### src/rtl/seq_pkg.sv
`timescale 1ns/1ps
package seq_pkg;
  typedef enum logic [3:0] {
    OP_ADD = 4'h0, OP_SUB, OP_AND, OP_OR, OP_XOR, OP_SHL, OP_SHR, OP_MUL,
    OP_DIV, OP_CMP, OP_LOAD, OP_STORE, OP_JMP, OP_JCC, OP_CALL, OP_HALT
  } op_e;

  typedef struct packed {
    logic z;
    logic n;
    logic c;
    logic v;
  } flags_t;

  // IA/IB issue the two byte reads, IC/ID collect them
  typedef enum logic [3:0] {
    S_IA, S_IB, S_IC, S_ID, S_DEC, S_EXE, S_LDB, S_LDC, S_PUSH_HI, S_HALT
  } st_e;
endpackage

### src/rtl/seq_regfile.sv
`timescale 1ns/1ps
module seq_regfile #(
  parameter int W = 8,
  parameter int N = 4,
  localparam int IW = $clog2(N)
) (
  input  logic          clk,
  input  logic          rst,
  input  logic          we,
  input  logic [IW-1:0] widx,
  input  logic [W-1:0]  wdata,
  input  logic [IW-1:0] ra_idx,
  input  logic [IW-1:0] rb_idx,
  output logic [W-1:0]  ra,
  output logic [W-1:0]  rb
);
  logic [W-1:0] q [N];

  for (genvar g = 0; g < N; g++) begin : g_reg
    always_ff @(posedge clk) begin
      if (rst) q[g] <= '0;
      else if (we && widx == IW'(g)) q[g] <= wdata;
    end
  end

  assign ra = q[ra_idx];
  assign rb = q[rb_idx];

  // a write is visible in the selected register on the next cycle
  p_wr_lands_r3: assert property (@(posedge clk) disable iff (rst)
    we |=> q[$past(widx)] == $past(wdata));
endmodule

### src/rtl/seq_flagupd.sv
`timescale 1ns/1ps
module seq_flagupd
  import seq_pkg::*;
(
  input  logic [3:0] op,
  input  flags_t     alu_fl,
  output flags_t     nxt
);
  always_comb begin
    nxt = alu_fl;
    if (op >= 4'(OP_AND) && op <= 4'(OP_SHR)) begin
      nxt.c = 1'b0;
      nxt.v = 1'b0;
    end
  end
endmodule

### src/rtl/seq_cond.sv
`timescale 1ns/1ps
module seq_cond
  import seq_pkg::*;
(
  input  flags_t     fl,
  input  logic [2:0] sel,
  output logic       take
);
  logic pick;
  always_comb begin
    case (sel[2:1])
      2'd0:    pick = fl.z;
      2'd1:    pick = fl.c;
      2'd2:    pick = fl.n;
      default: pick = fl.v;
    endcase
  end
  // odd selector values test for the flag being clear
  assign take = pick ^ sel[0];
endmodule

### src/rtl/seq_core.sv
`timescale 1ns/1ps
module seq_core
  import seq_pkg::*;
#(
  parameter int ADDR_W = 8,
  parameter int DATA_W = 8,
  parameter int NREG   = 4
) (
  input  logic              clk,
  input  logic              rst,
  output logic [ADDR_W-1:0] mem_addr,
  output logic              mem_re,
  output logic              mem_we,
  output logic [DATA_W-1:0] mem_wdata,
  input  logic [DATA_W-1:0] mem_rdata,
  output logic [3:0]        alu_op,
  output logic [DATA_W-1:0] alu_a,
  output logic [DATA_W-1:0] alu_b,
  input  logic [DATA_W-1:0] alu_res,
  input  logic [3:0]        alu_flags,
  output logic              halted
);
  localparam int RIW = $clog2(NREG);
  localparam logic [ADDR_W-1:0] ONE   = ADDR_W'(1);
  localparam logic [ADDR_W-1:0] STEP2 = ADDR_W'(2);
  localparam logic [ADDR_W-1:0] STEP4 = ADDR_W'(4);
  localparam logic [ADDR_W-1:0] SP_TOP = {ADDR_W{1'b1}};

  st_e st;
  logic [ADDR_W-1:0] pc, sp, tgt;
  logic              word_sel;
  logic [7:0]        hi_byte;
  op_e               op_q;
  logic [RIW-1:0]    rd_q, rs_q;
  logic [2:0]        cc_q;
  flags_t            fl, fl_nxt;

  logic [ADDR_W-1:0] pc_plus4;
  logic [15:0]       ret16;
  logic              take;
  logic              rf_we;
  logic [DATA_W-1:0] rf_wdata, ra, rb;

  assign pc_plus4 = pc + STEP4;
  assign ret16    = 16'(pc_plus4);

  assign rf_we    = (st == S_DEC && op_q < OP_CMP) || st == S_LDC;
  assign rf_wdata = (st == S_LDC) ? mem_rdata : alu_res;

  seq_regfile #(.W(DATA_W), .N(NREG)) u_rf (
    .clk(clk), .rst(rst), .we(rf_we), .widx(rd_q), .wdata(rf_wdata),
    .ra_idx(rd_q), .rb_idx(rs_q), .ra(ra), .rb(rb)
  );

  seq_flagupd u_fu (.op(op_q), .alu_fl(flags_t'(alu_flags)), .nxt(fl_nxt));
  seq_cond    u_cc (.fl(fl), .sel(cc_q), .take(take));

  assign alu_op = op_q;
  assign alu_a  = ra;
  assign alu_b  = rb;

  always_ff @(posedge clk) begin
    if (rst) begin
      st <= S_IA;
      pc <= '0;
      sp <= SP_TOP;
      tgt <= '0;
      word_sel <= 1'b0;
      hi_byte <= '0;
      op_q <= OP_ADD;
      rd_q <= '0;
      rs_q <= '0;
      cc_q <= '0;
      fl <= '0;
      halted <= 1'b0;
      mem_addr <= '0;
      mem_re <= 1'b0;
      mem_we <= 1'b0;
      mem_wdata <= '0;
    end else begin
      mem_re <= 1'b0;
      mem_we <= 1'b0;
      case (st)
        S_IA: begin
          mem_re   <= 1'b1;
          mem_addr <= word_sel ? pc + STEP2 : pc;
          st       <= S_IB;
        end
        S_IB: begin
          mem_re   <= 1'b1;
          mem_addr <= mem_addr + ONE;
          st       <= S_IC;
        end
        S_IC: begin
          hi_byte <= mem_rdata;
          st      <= S_ID;
        end
        S_ID: begin
          if (!word_sel) begin
            op_q <= op_e'(hi_byte[7:4]);
            rd_q <= RIW'(hi_byte[3:2]);
            rs_q <= RIW'(hi_byte[1:0]);
            cc_q <= mem_rdata[2:0];
            st   <= S_DEC;
          end else begin
            tgt <= ADDR_W'({hi_byte, mem_rdata});
            st  <= S_EXE;
          end
        end
        S_DEC: begin
          if (op_q <= OP_CMP) begin
            fl <= fl_nxt;
            pc <= pc + STEP2;
            st <= S_IA;
          end else if (op_q == OP_HALT) begin
            halted <= 1'b1;
            st     <= S_HALT;
          end else begin
            word_sel <= 1'b1;
            st       <= S_IA;
          end
        end
        S_EXE: begin
          word_sel <= 1'b0;
          st       <= S_IA;
          case (op_q)
            OP_LOAD: begin
              mem_re   <= 1'b1;
              mem_addr <= tgt;
              st       <= S_LDB;
            end
            OP_STORE: begin
              mem_we    <= 1'b1;
              mem_addr  <= tgt;
              mem_wdata <= rb;
              pc        <= pc_plus4;
            end
            OP_JMP: pc <= tgt;
            OP_JCC: pc <= take ? tgt : pc_plus4;
            OP_CALL: begin
              mem_we    <= 1'b1;
              mem_addr  <= sp - ONE;
              mem_wdata <= ret16[7:0];
              sp        <= sp - ONE;
              st        <= S_PUSH_HI;
            end
            default: pc <= pc_plus4;
          endcase
        end
        S_LDB: st <= S_LDC;
        S_LDC: begin
          pc <= pc_plus4;
          st <= S_IA;
        end
        S_PUSH_HI: begin
          mem_we    <= 1'b1;
          mem_addr  <= sp - ONE;
          mem_wdata <= ret16[15:8];
          sp        <= sp - ONE;
          pc        <= tgt;
          st        <= S_IA;
        end
        default: st <= S_HALT;
      endcase
    end
  end

  // the port never reads and writes in the same cycle
  p_strobe_excl_r5: assert property (@(posedge clk) disable iff (rst)
    !(mem_re && mem_we));
  // halted is sticky
  p_halt_sticky_r11: assert property (@(posedge clk) disable iff (rst)
    halted |=> halted);
  // no memory traffic once halted
  p_halt_quiet_r11: assert property (@(posedge clk) disable iff (rst)
    halted |-> !mem_re && !mem_we);
  // the second push steps SP down by one more
  p_sp_step_r9: assert property (@(posedge clk) disable iff (rst)
    st == S_PUSH_HI |=> sp == $past(sp) - ONE);
  // the second byte of a word comes from the next address
  p_fetch_seq_r2: assert property (@(posedge clk) disable iff (rst)
    st == S_IB |=> mem_re && mem_addr == $past(mem_addr) + ONE);
endmodule

### config.mk
export PLATFORM = sky130hd
export DESIGN_NAME = seq_core
export DESIGN_NICKNAME = d
export VERILOG_FILES = /design/src/rtl/seq_pkg.sv /design/src/rtl/seq_regfile.sv /design/src/rtl/seq_flagupd.sv /design/src/rtl/seq_cond.sv /design/src/rtl/seq_core.sv
export SDC_FILE = /design/constraint.sdc
export NUM_CORES = 1
export LEC_CHECK = 0
export ABC_AREA = 1
export BUFFER_PORTS_ARGS = -buffer_cell sky130_fd_sc_hd__buf_2
export CAP_MARGIN = 20
export CELL_PAD_IN_SITES_DETAIL_PLACEMENT = 2
export CELL_PAD_IN_SITES_GLOBAL_PLACEMENT = 2
export CORE_UTILIZATION = 34
export CTS_CLUSTER_DIAMETER = 150
export CTS_CLUSTER_SIZE = 40
export DETAILED_ROUTE_END_ITERATION = 8
export PLACE_DENSITY = 0.78
export SETUP_SLACK_MARGIN = 0.4
export SKIP_CTS_REPAIR_TIMING = 1
export SLEW_MARGIN = 5
export SYNTH_ARGS = -nofsm -noshare
export SYNTH_HDL_FRONTEND = slang
export SYNTH_SLANG_ARGS = --single-unit
### constraint.sdc
create_clock -name clk -period 2.5 [get_ports clk]
set_input_delay 0.5 -clock clk [delete_from_list [all_inputs] [get_ports clk]]
set_output_delay 0.5 -clock clk [all_outputs]
set_load 0.05 [all_outputs]
Word level (Yosys, flattened, before mapping)
Memory sizes are Yosys's and may differ from the RTL's. A register that Yosys moved wholly into a read port is not among the register bits.
Cells that the tools add are included.
{"block": "op_classes", "addsub": 4, "order_cmp": 4, "mux": 48, "eq_ne": 26, "bitwise_logic": 7, "reduce_logical": 28}
{"op": "8-bit 2-to-1 mux", "n": 9}
{"op": "8-bit case mux with 2 select lines", "n": 4}
{"op": "8-bit case mux with 4 select lines", "n": 2}
{"op": "4-bit case mux with 8 select lines", "n": 1}
{"op": "4-bit equality test (second input constant)", "n": 7}
{"op": "8-bit case mux with 3 select lines", "n": 1}
{"op": "1-bit 2-to-1 mux", "n": 19}
{"op": "4-bit by 3-bit equality test with 1-bit output (second input constant)", "n": 4}
{"op": "2-bit AND reduction", "n": 6}
{"op": "2-bit 2-to-1 mux", "n": 5}
{"op": "2-bit OR reduction", "n": 5}
{"op": "3-bit AND reduction", "n": 3}
{"op": "8-bit by 1-bit adder with 8-bit output (second input constant)", "n": 1}
{"op": "8-bit by 2-bit adder with 8-bit output (second input constant)", "n": 1}
{"op": "8-bit by 3-bit adder with 8-bit output (second input constant)", "n": 1}
{"op": "4-bit by 2-bit equality test with 1-bit output (second input constant)", "n": 2}
{"op": "4-bit 2-to-1 mux", "n": 2}
{"op": "2-bit inequality test (second input constant)", "n": 4}
{"op": "4-bit case mux with 2 select lines", "n": 1}
{"op": "4-bit nonzero test", "n": 2}
{"op": "8-bit by 1-bit subtractor with 8-bit output (second input constant)", "n": 1}
{"op": "2-bit equality test (second input constant)", "n": 3}
{"op": "1-bit logical AND", "n": 6}
{"op": "1-bit case mux with 2 select lines", "n": 3}
{"op": "17 further kinds", "n": 24}
{"block": "word_totals", "output_inout_bits": 39, "word_cells": 137, "inputBits": 22, "ff_bits": 71, "ramBits": 32, "n_memories": 1}
{"name": "u_rf.q", "depth": 4, "word_bits": 8, "read_ports": 2, "rd_clocked_by_memory_dff": 2, "wr": 4, "line_no": "seq_regfile.sv:17", "source": "logic [W-1:0] q [N];"}

Logic depth before layout (Yosys ltp)
Gate-level depths: netlist of run 1.
{"block": "logic_depth", "ltp_word": 8, "mapped_depth": 13, "depth_no_buf": 13}

Cells and area by module
A second synthesis of run 1 with hierarchy kept.
{"block": "hier_totals", "cells_unflattened": 873, "hier_area_um2": 5868.1}
{"mod": "seq_core", "seq_area_each_um2": 1421.4, "cells_each": 607, "instances": 1, "area_per_inst_um2": 3921.3}
{"mod": "seq_regfile", "seq_area_each_um2": 960.9, "cells_each": 244, "instances": 1, "area_per_inst_um2": 1844.3}
{"mod": "seq_cond", "seq_area_each_um2": 0.0, "cells_each": 13, "instances": 1, "area_per_inst_um2": 57.6}
{"mod": "seq_flagupd", "seq_area_each_um2": 0.0, "cells_each": 9, "instances": 1, "area_per_inst_um2": 45.0}

Least setup slack after synthesis of run 1
OpenSTA, ideal clock, no wires.
{"block": "synth_path", "path_type": "flip-flop to output port", "from": "register with a tool-made name", "to": "output alu_b[4]", "required_ps": 2000, "arrival_time_ps": 1762, "slack_ps": 238, "stages_incl_launch_ff": 6, "path_buffers": 2, "cell_sequence": "dfxtp_1 clkbuf_1 inv_1 clkbuf_1 o21ai_0 o22ai_1"}
{"element": "end: declaration", "line_no": "seq_core.sv:18", "source": "output logic [DATA_W-1:0] alu_b,"}

==> out/summary.md, run 1 <==
The run finished with clean final reports. The cell area after layout is 0.00659 sq mm. The power density relative to cell area works out to 644 mW/mm^2.

The total CTS buffers was 9. Sequential elements use 45.0% of the synthesized area. Setup repair after global routing could not meet its margin everywhere. The tools report the final count of pins violating max slew as 0. During I/O placement, the number of pins put on the boundary was 61. The largest buffer count on any clock path is 2. Type of element capturing the critical path: an output port. The register bit count reported by yosys is 107, and the portion of synthesized cell area occupied by the leading cell type is 27.5%. The fraction of synthesis flops using an asynchronous set or reset pin was 0%; the cell internal power dissipation was 2.81 mW. The period utilization is 85.0%, and the average cell area after synthesis is 7.69 sq um. Input and output buffers added on the ports amount to 60. The area inside the core boundary was 0.0154 sq mm. Peak ir drop on the vdd network: 0.328 mV.

The worst setup path is of the reg2out kind. The cell type with the highest aggregate area in the netlist is dfxtp_1. Summed over all nets, the switching power comes to 1.44 mW.

For the residual antenna-violating net count after detailed routing, the log shows 0. Among all flip-flop cells after synthesis, the most frequent one is dfxtp_1. Cell at the slowest stage of the critical path: dfxtp_4.

Detailed routing inserted a total of 5,341 vias. The number of global-route vias before repair came out at 5,646. The number of antenna violations at the first check in global routing came out at 0. In this run, distinct cell masters in the synthesized netlist total 44. The highest fanout seen on the critical path works out to 15.

The area growth from synthesis to layout is 20.6%. The cell area that synthesis handed to floorplanning was 0.00547 sq mm. Fraction of final layout cells with drive strength greater than 1: 20.5%. Counting every instance in the synthesized netlist gives 711. At the end of routability-driven placement, the weighted congestion stood at 0.881. The total overflow left after global routing is 0. The run gives 16,100 um as the placed wire-length estimate. Using the TritonRoute via totals, the vias-per-cell ratio works out to 5.33.

The number of sinks on the clock net is 107, and the die span in y is 129 um. The fraction of synthesized area in multiplexers is 1.46%, and the transition at the pin with the smallest max-transition slack is 0.633 ns. The warning count from the yosys run is 0. The area fraction in compound gates after synthesis came out at 19.0%.

For the worst endpoint required time, the log shows 2.00 ns. Global routing consumed, over all layers together, 26.0% of the routing resources. The total iterations of the first detailed-routing run is 4. The maximum clock skew at final layout is 0.00984 ns. For the number of hold violations in the final report, the log shows 0. The signal on the critical path passes through clkinvlp_4, buf_8, nor2_1, nor2_1, o21ai_0, nand2_1, buf_4.

The number of H-tree levels was 3. The tightest slew margin relative to the limit is 56.6%. The run gives 45 as the floorplan row count.

STA classifies the critical path startpoint as a flip-flop. Number of inserted diodes: 0. The die covers 0.0166 sq mm. Dividing the detail-routed wire length by the instance count gives 20.8 um. After routing, the total negative slack on setup checks comes to 0 ns.

Of the total power, the share spent switching nets is 33.8%. The main combinational cell family by area after synthesis is simple AND/OR/NAND/NOR gates. Data arrives at the worst endpoint at 1.63 ns. The cell repeated most along the worst path was nor2_1. For this run, the post-layout net count is 812.

The cell area reported after detailed placement is 0.00606 sq mm. Timing would allow up to 0.471 GHz. At the later pin of the worst-skew pair, clock insertion delay measures 0.36 ns. The first routing iteration left 220 violations.

The xor/xnor share of the synthesized area is 1.12%. The number of remaining DRC errors is 0. The horizontal extent of the die came out at 129 um.

Summed over all cells, the static leakage comes to 2.65 nW. The initial core utilization came out at 35.4%. Total power for the finished layout comes to 4.25 mW.

By area the synthesized netlist is led by dfxtp_1 (27%), edfxtp_1 (18%), nand2_1 (8.0%). TritonCTS built the clock tree. The run gives 31.2% as the clock share of power. The tools report the root cell of the clock tree as clkbuf_16.

The global-route wire length before repair was 32,100 um. In this run the worst hold path is classified as in2reg. For the number of max-cap violations, the log shows 0. The tools report the total routed wirelength as 20,800 um. After Yosys synthesis, full adders, half adders and majority gates account for 0.916% of the synthesized area. The biggest cell delay along the critical path works out to 0.41 ns. Clock-pin slew was measured on the worst setup and hold paths at 0.07 ns. The run gives 39 as the pin count of the biggest net entering global routing. The number of setup violations in the final report came out at 0. The number of enable-type register cells in the synthesized netlist works out to 32. Counting every net in the synthesized netlist gives 737. Registers are responsible for 47.1% of the overall power.

Combinational logic is responsible for 21.7% of the overall power. Simple logic cell fraction of the synthesized area: 25.5%. The clock period could shrink to 2.13 ns.
==> placed cells by master (no fill, tap or decap), types with 2 or more instances in the layout <==
cell type	n
a21oi_1	63
a31oi_1	3
a32o_1	2
a32o_2	2
buf_2	52
buf_4	25
buf_6	7
clkbuf_1	3
clkbuf_16	9
clkinv_1	2
clkinvlp_4	5
dfxtp_1	70
dfxtp_2	2
dfxtp_4	3
edfxtp_1	32
ha_1	4
inv_1	57
inv_2	13
mux2i_1	8
nand2_1	111
nand2_4	6
nand3_1	39
nand3b_1	2
nand4_1	8
nand4_4	4
nor2_1	108
nor2_2	10
nor2_4	3
nor3_1	5
nor4_1	2
o211ai_1	15
o21ai_0	66
o21ai_1	9
o21ai_2	2
o22ai_1	9
o22ai_2	5
xor2_1	5
==> registers in the layout, indices dropped and copies added (netlist names), named ones only <==
name       count
mem_addr       8
mem_re         1
pc             8
mem_we         1
mem_wdata      8
st             4
word_sel       1
fl             4
halted         1
sp             8
hi_byte        8
u_rf.q        32
alu_op         4
tgt            8
rd_q           2
cc_q           3
rs_q           2
==> cell usage after synthesis (2+ instances only) <==
library cell and number:
nand3b_1 2, nor2_1 111, edfxtp_1 32, ha_1 4
o21ai_1 5, nand3_1 40, a21oi_1 63, xor2_1 6
clkbuf_1 18, o22ai_1 14, a31oi_1 3, inv_2 12
a32o_1 4, mux2i_1 8, nor2_2 8, nand2_1 116
nor2_4 2, o211ai_1 15, nand4_1 8, inv_1 61
buf_4 3, nor3_1 6, o21ai_0 70, o21ai_2 2
nand4_4 4, dfxtp_1 75, nor4_1 2
==> cell type report <==
class / count / area (sq um)
inverters: 75 / 294
well taps: 211 / 264
multi-input cells: 507 / 2740
repair inverters: 1 / 7.51
clock buffers: 12 / 236
flip-flops and latches: 107 / 2480
repair buffers: 85 / 542
fillers: 1816 / 8840
clock inverters: 4 / 26.3
==> routing by layer <==
| layer | track usage, % | vias to the layer above | wire, um |
|---|---|---|---|
| met5 | 0 | - | 0 |
| met4 | 10.1 | 0 | 481 |
| met3 | 2.83 | 28 | 523 |
| met2 | 45.3 | 87 | 10400 |
| met1 | 33.1 | 2662 | 9440 |
| li1 | - | 2564 | - |
==> stage by stage <==
stage / utilization (%) / instances / hold slack (ns) / setup slack (ns)
finish: 42.7 / 1002 / 0.361 / 0.375
floorplan: - / 711 / 0.440 / 0.433
global placement: 39.3 / 972 / 0.450 / 0.464
detailed placement: 39.3 / 972 / 0.460 / 0.286
global route: 42.7 / 1002 / 0.366 / 0.328
CTS: 41.0 / 988 / 0.354 / 0.0601
==> critical path, delay by kind of cell, from the launching register on <==
| kind | cells | cell delay [ns] |
|---|---|---|
| DFF | 1 | 0.41 |
| AOI/OAI and AO/OA | 1 | 0.07 |
| buffers and inverters | 3 | 0.50 |
| and+or+nand+nor | 3 | 0.28 |
==> cells by family after synthesis <==
kind of cell               Yosys count
xor gates and xnor gates             7
muxes                                8
buffers and inverters               97
DFF                                107
AOI/OAI and AO/OA                  183
and+or+nand+nor                    305
adders and majority gates            4
==> final timing paths <==
path	start	to	slack [ns]	depth (start not counted)
setup / recovery	flip-flop	alu_b[7]	0.37	7
hold / removal	alu_flags[3]	fl[3]$_SDFFE_PP0P_	0.36	3
setup reg to reg	st[3]$_SDFF_PP0_	mem_addr[4]$_SDFFE_PP0P_	0.50	9
hold reg to reg	rs_q[1]$_SDFFE_PP0P_	flip-flop	0.47	2
==> power by group through the flow <==
| stage | Sequential (mW) | Clock (mW) | Combinational, mW |
|---|---|---|---|
| finish | 2.00 | 1.32 | 0.921 |
| global route | 2.01 | 1.42 | 0.994 |
| CTS | 2.00 | 1.35 | 0.885 |
| detailed placement | 2.04 | 0 | 0.876 |
| global placement | 2.03 | 0 | 0.850 |
| floorplan | 2.10 | 0 | 0.507 |
Power figures use the tool's default switching activity.
==> run 2: changes to the inputs <==
Settings changed: CORE_UTILIZATION 34 to 31, PLACE_DENSITY 0.78 to 0.75.
Clock period 2.5 ns to 1.9 ns, I/O delays scaled along.
==> run 2 against run 1 <==
  * The flow now finishes with violations (setup timing)
  * Clock-buffer cell count shrank 3
  * Clock power grew 60%
  * Cell area grew 40%
  * Combinational power up 120%
  * Critical path depth grew 4
  * Clock skew grew 0.019 ns
  * Wire length up 59%
  * Power rose by 60%
  * Critical endpoint is now u_rf.q[3][4]$_SDFFCE_PN0P_
  * Largest power group unchanged
==> out/summary.md, run 2 (same netlist as run 1, synthesis figures left out) <==
The run finished, with violations left. The final reports fail on setup timing. The critical path in this run is classified as reg2reg.

The area enclosed by the die boundary is 0.0182 sq mm (+9.5%). For the top-level port count, the log shows 61 (unchanged). Compared with the post-synthesis result, the final layout area differs by 68.6%. For the initial core utilization, the log shows 31.7% (-3.7 points).

The number of flip-flops in the largest register was 32 (unchanged). Number of antenna violations at the first check in global routing: 0 (unchanged). The routed via count divided by cell count was 5.79 (+8.7%); the highest fanout seen on the critical path was 8 (-7). The run gives 1,735 (-4.5%) as the filler cell count.

The pin count of the biggest net entering global routing was 34 (-13%). Combined global-route utilization of all metal layers: 24.8% (-1.2 points). TritonCTS built the clock tree. The tools report the total iterations of the first detailed-routing run as 5 (+1). For the post-route core utilization, the log shows 53.5% (+11 points). The run gives 1,017 (+4.6%) as the number of placed cells counting well taps. The area inside the core boundary was 0.0172 sq mm (+12%).

The period utilization works out to 111%. The logs give 6.81 mW (+60%) for the power consumption and 0.547 mV (+66%) for the peak ir drop on the vdd network. The clock input transition at the sequential cells of the worst setup and hold paths was 0.10 ns (+0.03 ns); the placed wire-length estimate was 17,000 um (+5.3%). The tools report the tightest slew margin relative to the limit as 57.0% (+0.44 points). The number of port buffers was 60 (unchanged); the minimum clock period was 2.11 ns. The run gives -0.21 ns (-0.71 ns) as the register-to-register setup slack. The run gives 5,987 (+6.0%) as the number of global-route vias before repair. The source-to-sink clock delay at the later pin of the worst-skew pair is 0.39 ns (+0.03 ns). The via count of the routed design was 6,412 (+20%); the global-route wire length before repair was 34,000 um (+5.7%). Ranked by flip-flop count, first place goes to u_rf.q. Counting stages on the worst path, the most repeated cell is nor2_4. The family of cells with the greatest summed delay on the critical path is simple AND/OR/NAND/NOR gates. STA classifies the critical path endpoint as a flip-flop.

The total routed wirelength is 33,100 um (+59%). The run gives 2 (unchanged) as the largest buffer count on any clock path. The total overflow reported by the global router was 0 (unchanged). Area occupied by registers: 0.00253 sq mm (+2.1%).

Setup repair after global routing could not meet its margin everywhere. For the number of H-tree levels, the log shows 3 (unchanged). The logs give 3.44 nW (+30%) for the leakage power figure and 2.13 ns (+0.13 ns) for the worst endpoint required time. The worst slack on hold paths is 0.250 ns (-0.111 ns). The total number of nets in the final design came out at 903 (+11%). Power density relative to cell area: 739 mW/mm^2 (+15%).

The highest clock rate was 0.473 GHz; the horizontal extent of the die was 135 um (+4.7%). For the final cell count without fillers, the log shows 1,107 (+10%). The residual antenna-violating net count after detailed routing is 0 (unchanged). STA classifies the critical path startpoint as a flip-flop. The root buffer cell chosen for the clock tree is clkbuf_16. The smallest setup slack after layout came out at -0.214 ns (-0.589 ns). Biggest cell delay along the critical path: 0.40 ns (about the same).

The average wire length per cell after detail routing is 29.9 um (+44%). The tools report the number of remaining DRC errors as 0 (unchanged). The total buffers and inverters traversed by the critical path was 4 (+1).

For the routability congestion estimate, the log shows 0.853 (-3.1%). Area taken by multi-input logic gates: 0.00406 sq mm (+48%). Cell at the slowest stage of the critical path: dfxtp_4.

Floorplan row count: 48 (+6.7%). The total CTS buffers was 9 (unchanged); the maximum clock skew at final layout was 0.0287 ns (+0.0189 ns). DRC violation total after the first TritonRoute iteration: 400 (+82%). Traced cell by cell, the critical path runs through inv_4, nor2_4, clkinv_4, nor2_4, inv_2, nor2_4, o21ai_4, nand2_8, buf_12, nand4_4, nor2_1. The arrival time at the worst endpoint is 2.34 ns (+0.71 ns), and the die span in y is 135 um (+4.7%). The number of hold violations in the final report is 0 (unchanged), and the number of sinks on the clock net is 107 (unchanged). The transition at the pin with the smallest max-transition slack was 0.645 ns (+0.0116 ns).

The fraction of final layout cells with drive strength greater than 1 came out at 52.8% (+32 points). The most common library cell in the layout ignoring fill and taps was nand2_1. For the number of setup violations in the final report, the log shows 93 (+93). The tools report the final count of pins violating max slew as 0 (unchanged). The class of the tightest hold or removal check is in2reg. Leaving out fill and tap cells, the most frequent cells in the layout are nand2_1 (81), nor2_1 (58), buf_4 (56).

The tools report the number of max-cap violations as 0 (unchanged). The tools report the number of inserted diodes as 0 (unchanged).
## run 2: cell count changes in the layout (fill, tap and decap cells not counted), moves of 18 or more
cell	change
nor2_1	-50
buf_6	+45
o21ai_0	-44
nor2_4	+40
buf_4	+31
nand2_1	-30
a21oi_1	-26
a21oi_2	+24
nand3_1	-20
o21ai_2	+18
## run 2: tightest hold or removal path: stages
cell and delay (ns):
buf_2 0.11, nand3_2 0.05, a21oi_2 0.05
## run 2: per-stage QoR
stage	TNS (ns)	area, sq um	setup slack [ns]
detailed placement	0	6590	0.0177
floorplan	0	5810	0.228
global route	-11.25	9220	-0.311
global placement	0	6590	0.101
finish	-7.30	9220	-0.214
CTS	-4.34	6890	-0.338
## run 2: worst paths after layout
path | end | start | depth (start not counted)
max reg2reg | u_rf.q[3][4]$_SDFFCE_PN0P_ | st[2]$_SDFF_PP0_ | 11
max | u_rf.q[3][4]$_SDFFCE_PN0P_ | st[2]$_SDFF_PP0_ | 11
min reg2reg | halted$_SDFFE_PP0P_ | halted$_SDFFE_PP0P_ | 2
min | fl[1]$_SDFFE_PP0P_ | alu_flags[1] | 3
## run 2: cell type report
class / count / area share (%)
Tap cell: 225 / 3.05
Timing Repair Buffer: 176 / 18.2
Inverter: 75 / 4.09
Multi-Input combinational cell: 508 / 44.0
Clock inverter: 7 / 0.814
Sequential cell: 107 / 27.4
Clock buffer: 9 / 2.44
## run 2: where the power goes
part	internal, mW	total, mW	leakage (nW)	switching (mW)
clock	1.04	2.11	0.147	1.07
combinational	0.688	2.00	2.34	1.31
sequential	2.49	2.70	0.952	0.216
total	4.21	6.81	3.44	2.60
## run 2: routing by layer
| metal | up-vias | GRT usage, % | share of wire, % |
|---|---|---|---|
| met5 | - | 0 | 0 |
| met4 | 0 | 7.68 | 4.5 |
| met3 | 95 | 2.44 | 4.3 |
| met2 | 251 | 42.7 | 53 |
| met1 | 3311 | 32.6 | 39 |
| li1 | 2755 | - | - |
